===== config.mk =====
export PLATFORM = sky130hd
export DESIGN_NAME = adc_spi_host
export DESIGN_NICKNAME = d
export VERILOG_FILES = /design/src/rtl/adc_spi_pkg.sv /design/src/rtl/adc_spi_divider.sv /design/src/rtl/adc_spi_shifter.sv /design/src/rtl/adc_spi_host.sv
export SDC_FILE = /design/constraint.sdc
export NUM_CORES = 1
export LEC_CHECK = 0
export CELL_PAD_IN_SITES_DETAIL_PLACEMENT = 1
export CELL_PAD_IN_SITES_GLOBAL_PLACEMENT = 2
export CORE_MARGIN = 2
export CORE_UTILIZATION = 25
export CTS_CLUSTER_SIZE = 24
export DETAILED_ROUTE_END_ITERATION = 7
export PLACE_DENSITY = 0.65
export SKIP_LAST_GASP = 1
export SLEW_MARGIN = 20
export SYNTH_ARGS = -nofsm -noshare
export SYNTH_HDL_FRONTEND = slang
export SYNTH_SLANG_ARGS = --single-unit

===== constraint.sdc =====
create_clock -name clk -period 2.75 [get_ports clk]
set_clock_uncertainty 0.2 [all_clocks]
set_input_delay 0.55 -clock clk [delete_from_list [all_inputs] [get_ports clk]]
set_output_delay 0.55 -clock clk [all_outputs]
set_load 0.03 [all_outputs]

===== src/rtl/adc_spi_pkg.sv =====
package adc_spi_pkg;

  localparam int FRAME_BITS = 24;
  localparam int CODE_BITS  = 12;
  // samples kept: the null bit plus the code bits
  localparam int KEEP_BITS  = CODE_BITS + 1;

  typedef enum logic [1:0] {
    ST_IDLE,
    ST_SETUP,
    ST_XFER,
    ST_GAP
  } host_state_t;

  typedef struct packed {
    logic diff;
    logic odd;
    logic msbf;
  } conv_cmd_t;

  // seven pad zeros, start bit, three command bits, then zeros
  function automatic logic [FRAME_BITS-1:0] build_frame(conv_cmd_t c);
    logic [FRAME_BITS-1:0] f;
    f = '0;
    f[FRAME_BITS-8]  = 1'b1;
    f[FRAME_BITS-9]  = ~c.diff;
    f[FRAME_BITS-10] = c.odd;
    f[FRAME_BITS-11] = c.msbf;
    return f;
  endfunction

endpackage


===== src/rtl/adc_spi_divider.sv =====
module adc_spi_divider #(
  parameter int HALF = 35
) (
  input  logic clk,
  input  logic rst,
  input  logic run,
  output logic rise_stb,
  output logic fall_stb
);
  localparam int CW = $clog2(HALF + 1);

  logic [CW-1:0] cnt;
  logic          hi_phase;
  logic          expire;

  assign expire   = run && (cnt == CW'(HALF - 1));
  assign rise_stb = expire && !hi_phase;
  assign fall_stb = expire && hi_phase;

  always_ff @(posedge clk) begin
    if (rst || !run) begin
      cnt      <= '0;
      hi_phase <= 1'b0;
    end else if (expire) begin
      cnt      <= '0;
      hi_phase <= ~hi_phase;
    end else begin
      cnt <= cnt + 1'b1;
    end
  end

  // edges strictly alternate, a rise always before the next fall
  a_r4_alternate: assert property (@(posedge clk) disable iff (rst)
    rise_stb |=> !rise_stb);

endmodule


===== src/rtl/adc_spi_shifter.sv =====
module adc_spi_shifter
  import adc_spi_pkg::*;
(
  input  logic                  clk,
  input  logic                  rst,
  input  logic                  load,
  input  logic [FRAME_BITS-1:0] frame,
  input  logic                  rise_stb,
  input  logic                  fall_stb,
  input  logic                  miso,
  output logic                  mosi,
  output logic [KEEP_BITS-1:0]  rx,
  output logic                  last
);
  localparam int BW = $clog2(FRAME_BITS);

  logic [FRAME_BITS-1:0] tx;
  logic [BW-1:0]         bitc;

  assign mosi = tx[FRAME_BITS-1];
  assign last = (bitc == BW'(FRAME_BITS - 1));

  always_ff @(posedge clk) begin
    if (rst) begin
      tx   <= '0;
      bitc <= '0;
      rx   <= '0;
    end else begin
      if (load) begin
        tx   <= frame;
        bitc <= '0;
      end else if (fall_stb) begin
        if (last) begin
          tx <= '0;
        end else begin
          tx   <= {tx[FRAME_BITS-2:0], 1'b0};
          bitc <= bitc + 1'b1;
        end
      end
      if (rise_stb) begin
        rx <= {rx[KEEP_BITS-2:0], miso};
      end
    end
  end

  // a load never lands in the middle of a shifting frame
  a_r3_no_reload: assert property (@(posedge clk) disable iff (rst)
    load |-> !(rise_stb || fall_stb));

endmodule


===== src/rtl/adc_spi_host.sv =====
module adc_spi_host
  import adc_spi_pkg::*;
#(
  parameter int CLK_HZ       = 125_000_000,
  parameter int SCLK_HALF    = 35,
  parameter bit CPOL         = 1'b0,
  parameter int SCLK_MAX_HZ  = 1_800_000,
  parameter int SCLK_MIN_HZ  = 10_000,
  parameter int MIN_PHASE_NS = 250,
  parameter int CS_GAP_NS    = 500,
  parameter int CS_SETUP_NS  = 100
) (
  input  logic                 clk,
  input  logic                 rst,
  input  logic                 req_valid,
  output logic                 req_ready,
  input  logic                 req_diff,
  input  logic                 req_odd,
  input  logic                 req_msbf,
  output logic                 spi_cs_n,
  output logic                 spi_sclk,
  output logic                 spi_mosi,
  input  logic                 spi_miso,
  output logic                 res_valid,
  output logic [CODE_BITS-1:0] res_data,
  output logic                 res_err
);
  localparam int CLK_MHZ   = CLK_HZ / 1_000_000;
  localparam int GAP_CYC   = (CS_GAP_NS * CLK_MHZ + 999) / 1000;
  localparam int SETUP_CYC = (CS_SETUP_NS * CLK_MHZ + 999) / 1000;
  localparam int SCLK_HZ   = CLK_HZ / (2 * SCLK_HALF);
  localparam int PHASE_NS  = (SCLK_HALF * 1000) / CLK_MHZ;
  localparam int GW        = $clog2(GAP_CYC + 1);
  localparam int SW        = $clog2(SETUP_CYC + 1);
  localparam int AGE_MAX   = ((GAP_CYC > SETUP_CYC) ? GAP_CYC : SETUP_CYC)
                             + SCLK_HALF + 2;
  localparam int AW        = $clog2(AGE_MAX + 1);

  // divider settings outside the serial clock limits stop elaboration
  if (PHASE_NS < MIN_PHASE_NS) begin : g_bad_phase
    $error("serial clock phase shorter than the minimum high/low time");
  end
  if (SCLK_HZ > SCLK_MAX_HZ) begin : g_bad_fast
    $error("serial clock above the maximum rate");
  end
  if (SCLK_HZ < SCLK_MIN_HZ) begin : g_bad_slow
    $error("serial clock below the minimum rate");
  end
  if (GAP_CYC < 2 || SETUP_CYC < 1) begin : g_bad_timing
    $error("chip-select timing needs more system clock cycles");
  end

  host_state_t           state;
  logic [GW-1:0]         gcnt;
  logic [SW-1:0]         scnt;
  logic                  rise_stb, fall_stb, last;
  logic                  accept;
  logic [KEEP_BITS-1:0]  rx;
  logic [FRAME_BITS-1:0] frame;
  conv_cmd_t             cmd;

  assign cmd    = '{diff: req_diff, odd: req_odd, msbf: req_msbf};
  assign frame  = build_frame(cmd);
  assign accept = (state == ST_IDLE) && req_valid;

  adc_spi_divider #(.HALF(SCLK_HALF)) u_div (
    .clk      (clk),
    .rst      (rst),
    .run      (state == ST_XFER),
    .rise_stb (rise_stb),
    .fall_stb (fall_stb)
  );

  adc_spi_shifter u_shf (
    .clk      (clk),
    .rst      (rst),
    .load     (accept),
    .frame    (frame),
    .rise_stb (rise_stb),
    .fall_stb (fall_stb),
    .miso     (spi_miso),
    .mosi     (spi_mosi),
    .rx       (rx),
    .last     (last)
  );

  always_ff @(posedge clk) begin
    if (rst) begin
      state     <= ST_GAP;
      gcnt      <= '0;
      scnt      <= '0;
      spi_cs_n  <= 1'b1;
      spi_sclk  <= CPOL;
      req_ready <= 1'b0;
      res_valid <= 1'b0;
      res_data  <= '0;
      res_err   <= 1'b0;
    end else begin
      res_valid <= 1'b0;
      unique case (state)
        ST_GAP: begin
          // ready rises one cycle early so a waiting request lands on the limit
          if (gcnt == GW'(GAP_CYC - 2)) begin
            state     <= ST_IDLE;
            req_ready <= 1'b1;
          end else begin
            gcnt <= gcnt + 1'b1;
          end
        end
        ST_IDLE: begin
          if (req_valid) begin
            req_ready <= 1'b0;
            spi_cs_n  <= 1'b0;
            scnt      <= '0;
            state     <= ST_SETUP;
          end
        end
        ST_SETUP: begin
          if (scnt == SW'(SETUP_CYC - 1)) begin
            spi_sclk <= 1'b0;
            state    <= ST_XFER;
          end else begin
            scnt <= scnt + 1'b1;
          end
        end
        ST_XFER: begin
          if (rise_stb) begin
            spi_sclk <= 1'b1;
          end else if (fall_stb) begin
            if (last) begin
              spi_sclk  <= CPOL;
              spi_cs_n  <= 1'b1;
              res_valid <= 1'b1;
              res_data  <= rx[CODE_BITS-1:0];
              res_err   <= rx[CODE_BITS];
              gcnt      <= '0;
              state     <= ST_GAP;
            end else begin
              spi_sclk <= 1'b0;
            end
          end
        end
        default: state <= ST_GAP;
      endcase
    end
  end

  // ---------------- checks on the pins ----------------
  logic [AW-1:0] hi_age, lo_age, tog_age;
  logic          sclk_d;

  always_ff @(posedge clk) begin
    if (rst) begin
      hi_age  <= '0;
      lo_age  <= '0;
      tog_age <= '0;
      sclk_d  <= CPOL;
    end else begin
      sclk_d <= spi_sclk;
      if (spi_cs_n) begin
        lo_age <= '0;
        if (hi_age != '1) hi_age <= hi_age + 1'b1;
      end else begin
        hi_age <= '0;
        if (lo_age != '1) lo_age <= lo_age + 1'b1;
      end
      if (spi_sclk != sclk_d)  tog_age <= '0;
      else if (tog_age != '1)  tog_age <= tog_age + 1'b1;
    end
  end

  a_r9_cs_gap: assert property (@(posedge clk) disable iff (rst)
    $fell(spi_cs_n) |-> hi_age >= AW'(GAP_CYC));

  a_r10_cs_setup: assert property (@(posedge clk) disable iff (rst)
    (!spi_cs_n && !$stable(spi_sclk) && $past(!spi_cs_n)) |-> lo_age >= AW'(SETUP_CYC));

  a_r8_phase_len: assert property (@(posedge clk) disable iff (rst)
    (!spi_cs_n && $past(!spi_cs_n) && !$stable(spi_sclk) && $past(lo_age) > AW'(SETUP_CYC))
      |-> tog_age >= AW'(SCLK_HALF - 1));

  a_r4_idle_level: assert property (@(posedge clk) disable iff (rst)
    spi_cs_n |-> (spi_sclk == CPOL));

  a_r4_mosi_on_fall: assert property (@(posedge clk) disable iff (rst)
    (!spi_cs_n && $past(!spi_cs_n) && !$stable(spi_mosi)) |-> $fell(spi_sclk));

  a_r6_valid_pulse: assert property (@(posedge clk) disable iff (rst)
    res_valid |=> !res_valid);

  a_r6_valid_with_cs: assert property (@(posedge clk) disable iff (rst)
    res_valid |-> $rose(spi_cs_n));

  a_r11_ready_idle: assert property (@(posedge clk) disable iff (rst)
    req_ready |-> spi_cs_n);

endmodule


# Word-level counts from Yosys, hierarchy flattened
# Index checks and enable logic that the tools add are counted.
[word_totals] word_cells=96 ff_bits=78 in_bits=7 out_inout_bits=18
[classes] mux=30 reduce_logical=25 addsub=4 n_bitwise=6 eq_ne=16
[ops] op="$mux W17" n=2
[ops] op="$mux W24" n=1
[ops] op="$mux W6" n=4
[ops] op="$ne A2 B2 Y1 const B" n=8
[ops] op="$add A6 B1 Y6 const B" n=2
[ops] op="$eq A6 B6 Y1 const B" n=2
[ops] op="$mux W2" n=6
[ops] op="$pmux W6 S2" n=1
[ops] op="$reduce_bool A2 Y1" n=6
[ops] op="$reduce_and A5 Y1" n=2
[ops] op="$mux W1" n=9
[ops] op="$reduce_and A3 Y1" n=3
[ops] op="$mux W4" n=2
[ops] op="$pmux W2 S4" n=1
[ops] op="$pmux W4 S2" n=1
[ops] op="$not A1 Y1" n=6
[ops] op="$pmux W1 S2" n=3
[ops] op="$reduce_and A6 Y1" n=1
[ops] op="$add A5 B1 Y5 const B" n=1
[ops] op="$eq A5 B5 Y1 const B" n=1
[ops] op="$add A4 B1 Y4 const B" n=1
[ops] op="$eq A2 B2 Y1 const B" n=2
[ops] op="$eq A4 B4 Y1 const B" n=1
[ops] op="$logic_and A1 B1 Y1" n=4
[ops] op="other kinds (9)" n=11

# Depth between registers and ports, before layout
[depth] word_depth=6 depth_mapped=8 ltp_nobuf=6

# By module
# From an unflattened synthesis, not the netlist that was laid out.
[hier_totals] cells_unflattened=415 hier_area_um2=3609.7
[by_module_without_submodules] module="adc_spi_shifter" seq_area_each_um2=840.8 area_per_inst_um2=1885.6 instances=1 cells_each=207
[by_module_without_submodules] module="adc_spi_host" seq_area_each_um2=580.6 area_per_inst_um2=1412.6 instances=1 cells_each=173
[by_module_without_submodules] module="adc_spi_divider" seq_area_each_um2=140.1 area_per_inst_um2=311.5 instances=1 cells_each=35

# Worst setup path before layout
# OpenSTA, ideal clock, no wires.
[synth_path] path_type="reg-to-reg" from="reg u_div.cnt[0]" to="reg u_shf.bitc[0]" arrival_time_ns=1.630 path_slack_ns=0.792 synth_period_minus_slack_ns=1.958 setup_time_ns=0.128 n_path_buf=0 t_required_ns=2.422 stages_incl_launch_ff=7 cell_sequence="dfxtp_1 > inv_1 > ha_1 > or4b_4 > nor4_4 > xnor2_1 > nor2_1"
[synth_via] elab_chain_len=4
[synth_rtl] item="from (decl)" line_no="adc_spi_divider.sv:12" source="logic [CW-1:0] cnt;"
[synth_rtl] item="from (signal assigned)" line_no="adc_spi_divider.sv:28" source="cnt <= cnt + 1'b1;"
[synth_rtl] item="$eq A6 B6 Y1" line_no="adc_spi_divider.sv:16" source="assign expire = run && (cnt == CW'(HALF - 1));"
[synth_rtl] item="$logic_and A1 B1 Y1" line_no="adc_spi_divider.sv:16"
[synth_rtl] item="$logic_and A1 B1 Y1" line_no="adc_spi_divider.sv:18" source="assign fall_stb = expire && hi_phase;"
[synth_rtl] item="$reduce_and A2 Y1 (no source line)"
[synth_rtl] item="to (signal assigned)" line_no="adc_spi_shifter.sv:37" source="bitc <= bitc + 1'b1;"
[synth_rtl] item="to (decl)" line_no="adc_spi_shifter.sv:18" source="logic [BW-1:0] bitc;"
# Every way passes these cells.
# A chain may end at the register's enable or synchronous reset.

# Final worst setup path
[layout_path] from="reg u_div.cnt[0]" to="reg u_shf.tx[19]"
[layout_via] elab_chain_len=3
[layout_rtl] item="$eq A6 B6 Y1" line_no="adc_spi_divider.sv:16"
[layout_rtl] item="$logic_and A1 B1 Y1" line_no="adc_spi_divider.sv:16"
[layout_rtl] item="$logic_and A1 B1 Y1" line_no="adc_spi_divider.sv:18"
[layout_rtl] item="to (signal assigned)" line_no="adc_spi_shifter.sv:30" source="tx <= frame;"
[layout_rtl] item="to (signal assigned)" line_no="adc_spi_shifter.sv:36" source="tx <= {tx[FRAME_BITS-2:0], 1'b0};"
[layout_rtl] item="to (decl)" line_no="adc_spi_shifter.sv:17" source="logic [FRAME_BITS-1:0] tx;"
# Every way passes these cells.

==> reports/results.tsv <==
metric	value	unit
outcome	finished clean	
drc	0	
power_density	684	nW/um^2
ir_worst_vdd	0.297	mV
hpwl	4450	um
initial_core_util	0.259	
dr_total_vias	2241	
antenna_cells	0	
synth.avg_cell_area	9.34	sq um
finalHoldViolations	0	
synth.cell_area	2830	sq um
cp-startpoint	u_div.cnt[0]	
avgRoutedWirePerCell	13.5	um
setup-tns-final	0	ns
synth_edf_count	0	
cts_setup_buffers	0	
slew_headroom	0.567	
root_buffer	clkbuf_16	
gp_congestion	0.722	
die_area	12200	sq um
numCtsBuffers	9	
yosys_warnings	0	
synth_flop_cell	dfxtp_1	
routed_via_density	4.67	
syn_nets	321	
critPathMaxStageDelay	0.44	ns
cts_tree	done	
cts_resized	0	
cap_violations	0	
critical_path.top_delay_family	simple AND/OR/NAND/NOR gates	
htree_levels	3	
clk_path_buf_depth	2	
setup_viol	0	
setup.worst_path.start_class	register	
grt_pass1_vias	2314	
core	10900	sq um
syn_inst	303	
most-common-layout-cells	dfxtp_1, nor2_1, mux2i_1, clkdlybuf4s50_1, nand3_1	
antenna_left	0	
die_x	110	um
async_flop_share	0	
max_freq	449	MHz
num_rows	38	
pin_count	25	
grt_max_degree	25	
rr_startpoint	u_div.cnt[0]	
cp.buffers_inverters	2	
seq_area_frac_synth	0.460	
placed_cells	464	
hp-class	reg -> reg	
grt-ovfl-total	0	
cts_sinks	65	
clk_pin_slew	0.05	ns
io_buffers	24	
wl	6480	um
antenna_found_initial	0	
nets	353	
worst_pin_slew	0.645	ns
fin_crit_sh	0.810	
p_total	2.44	mW
postLayoutCoreUtil	0.327	
worstPathCellList	inv_1 > ha_1 > nor4b_2 > nand3_1 > buf_4 > a22oi_1 > nor2_1	
crit_arrival	2.22	ns
dr.pass1.iters	4	
timing.hold.ws	0.263	ns
crit_required	2.75	ns
min_period	2.23	ns
fin_cells	480	
slew_viol_final	0	
critPathCaptureType	register	
p_leak	1.33	nW
area_delta_synth_final	26.2	%
first_iter_violations	69	
grt_pass1_wl	11200	um
drive_gt1_frac	0.0882	
ys_types	43	
clk-insertion-delay-late	0.32	ns
critPathMaxFanout	9	
setup.worst_path.class	reg -> reg	
die_h	110	um
hold_buffers	0	
slowest_stage	nor4b_2	
rsz0062_at_grt	no	
final_common_cell	dfxtp_1	
synth_seq_cells	65	
grt_usage	0.113	
min_from	u_div.cnt[0]	
[worst paths after layout]
| check | to | slack [ns] | cells past startpoint |
|---|---|---|---|
| min | u_div.cnt[0] | 0.26 | 1 |
| max | u_shf.tx[19] | 0.52 | 7 |
| min reg2reg | u_div.cnt[0] | 0.26 | 1 |
| max reg2reg | u_shf.tx[19] | 0.52 | 7 |
[power by group]
group,total (mW),switching [mW],internal [mW]
registers,1.01,0.0369,0.976
clock network,1.17,0.418,0.751
logic,0.259,0.154,0.105
[final cells by class]
class | instances | area [sq um]
Fill cell | 1282 | 7360
Multi-Input combinational cell | 215 | 1440
Sequential cell | 65 | 1300
Timing Repair Buffer | 34 | 310
Clock buffer | 12 | 256
Tap cell | 140 | 175
Clock inverter | 4 | 51.3
Inverter | 10 | 37.5
[metrics by stage]
| stage | instance area, sq um | setup WS, ns |
|---|---|---|
| 4_1_cts | 3570 | 0.498 |
| 3_5_place_dp | 3260 | 0.456 |
| 5_1_grt | 3570 | 0.272 |
| 6_report | 3570 | 0.523 |
| 2_1_floorplan | 2830 | 0.792 |
| 3_3_place_gp | 3260 | 0.461 |
[layer usage]
| metal | share of wire | vias up | routed length, um | GRT usage |
|---|---|---|---|---|
| met1 | 0.53 | 1060 | 3450 | 0.153 |
| li1 | - | 1140 | - | - |
| met3 | 0.044 | 8 | 282 | 0.0456 |
| met4 | 0.015 | 0 | 94 | 0.0458 |
| met5 | 0 | - | 0 | 0 |
| met2 | 0.41 | 33 | 2650 | 0.158 |
[synth_stat cells (3+ instances only)]
master,count,area share
a21boi_0,3,0.0080
a21oi_1,12,0.021
a22oi_1,7,0.019
buf_2,3,0.0053
clkbuf_1,10,0.013
dfxtp_1,65,0.46
ha_1,11,0.049
inv_1,10,0.013
mux2i_1,32,0.11
nand2_1,14,0.019
nand2b_1,4,0.0088
nand3_1,18,0.032
nand4_1,5,0.011
nor2_1,48,0.064
nor2b_1,3,0.0066
nor3_1,5,0.0088
o21a_1,3,0.0080
o21ai_0,7,0.012
o31ai_1,4,0.011
or3_1,4,0.0088
or4_1,3,0.0080
xnor2_1,6,0.019
[sequential cells by signal, summed over array words and instances (netlist names), 2 cells and up]
| name | cells |
|---|---|
| u_shf.bitc | 5 |
| u_div.cnt | 6 |
| res_data | 12 |
| scnt | 4 |
| gcnt | 6 |
| u_shf.tx | 11 |
| state | 2 |
| u_shf.rx | 13 |
[cell families (layout without fill, tap and decap cells)]
family,after synthesis,in the layout,synth area share
and+or+nand+nor,118,118,0.214
DFF,65,65,0.460
buffers and inverters,23,60,0.0318
AOI/OAI and AO/OA,46,46,0.107
muxes,32,32,0.113
xor gates and xnor gates,8,8,0.0248
adders and majority gates,11,11,0.0486
[worst register-to-register path, delay by kind of cell, from the launching register on]
family | cells | cell delay [ns]
buffers and inverters | 2 | 0.33
DFF | 1 | 0.33
and+or+nand+nor | 3 | 0.88
adders and majority gates | 1 | 0.17
AOI/OAI and AO/OA | 1 | 0.18
No activity file was read; power rests on OpenSTA's default activity.
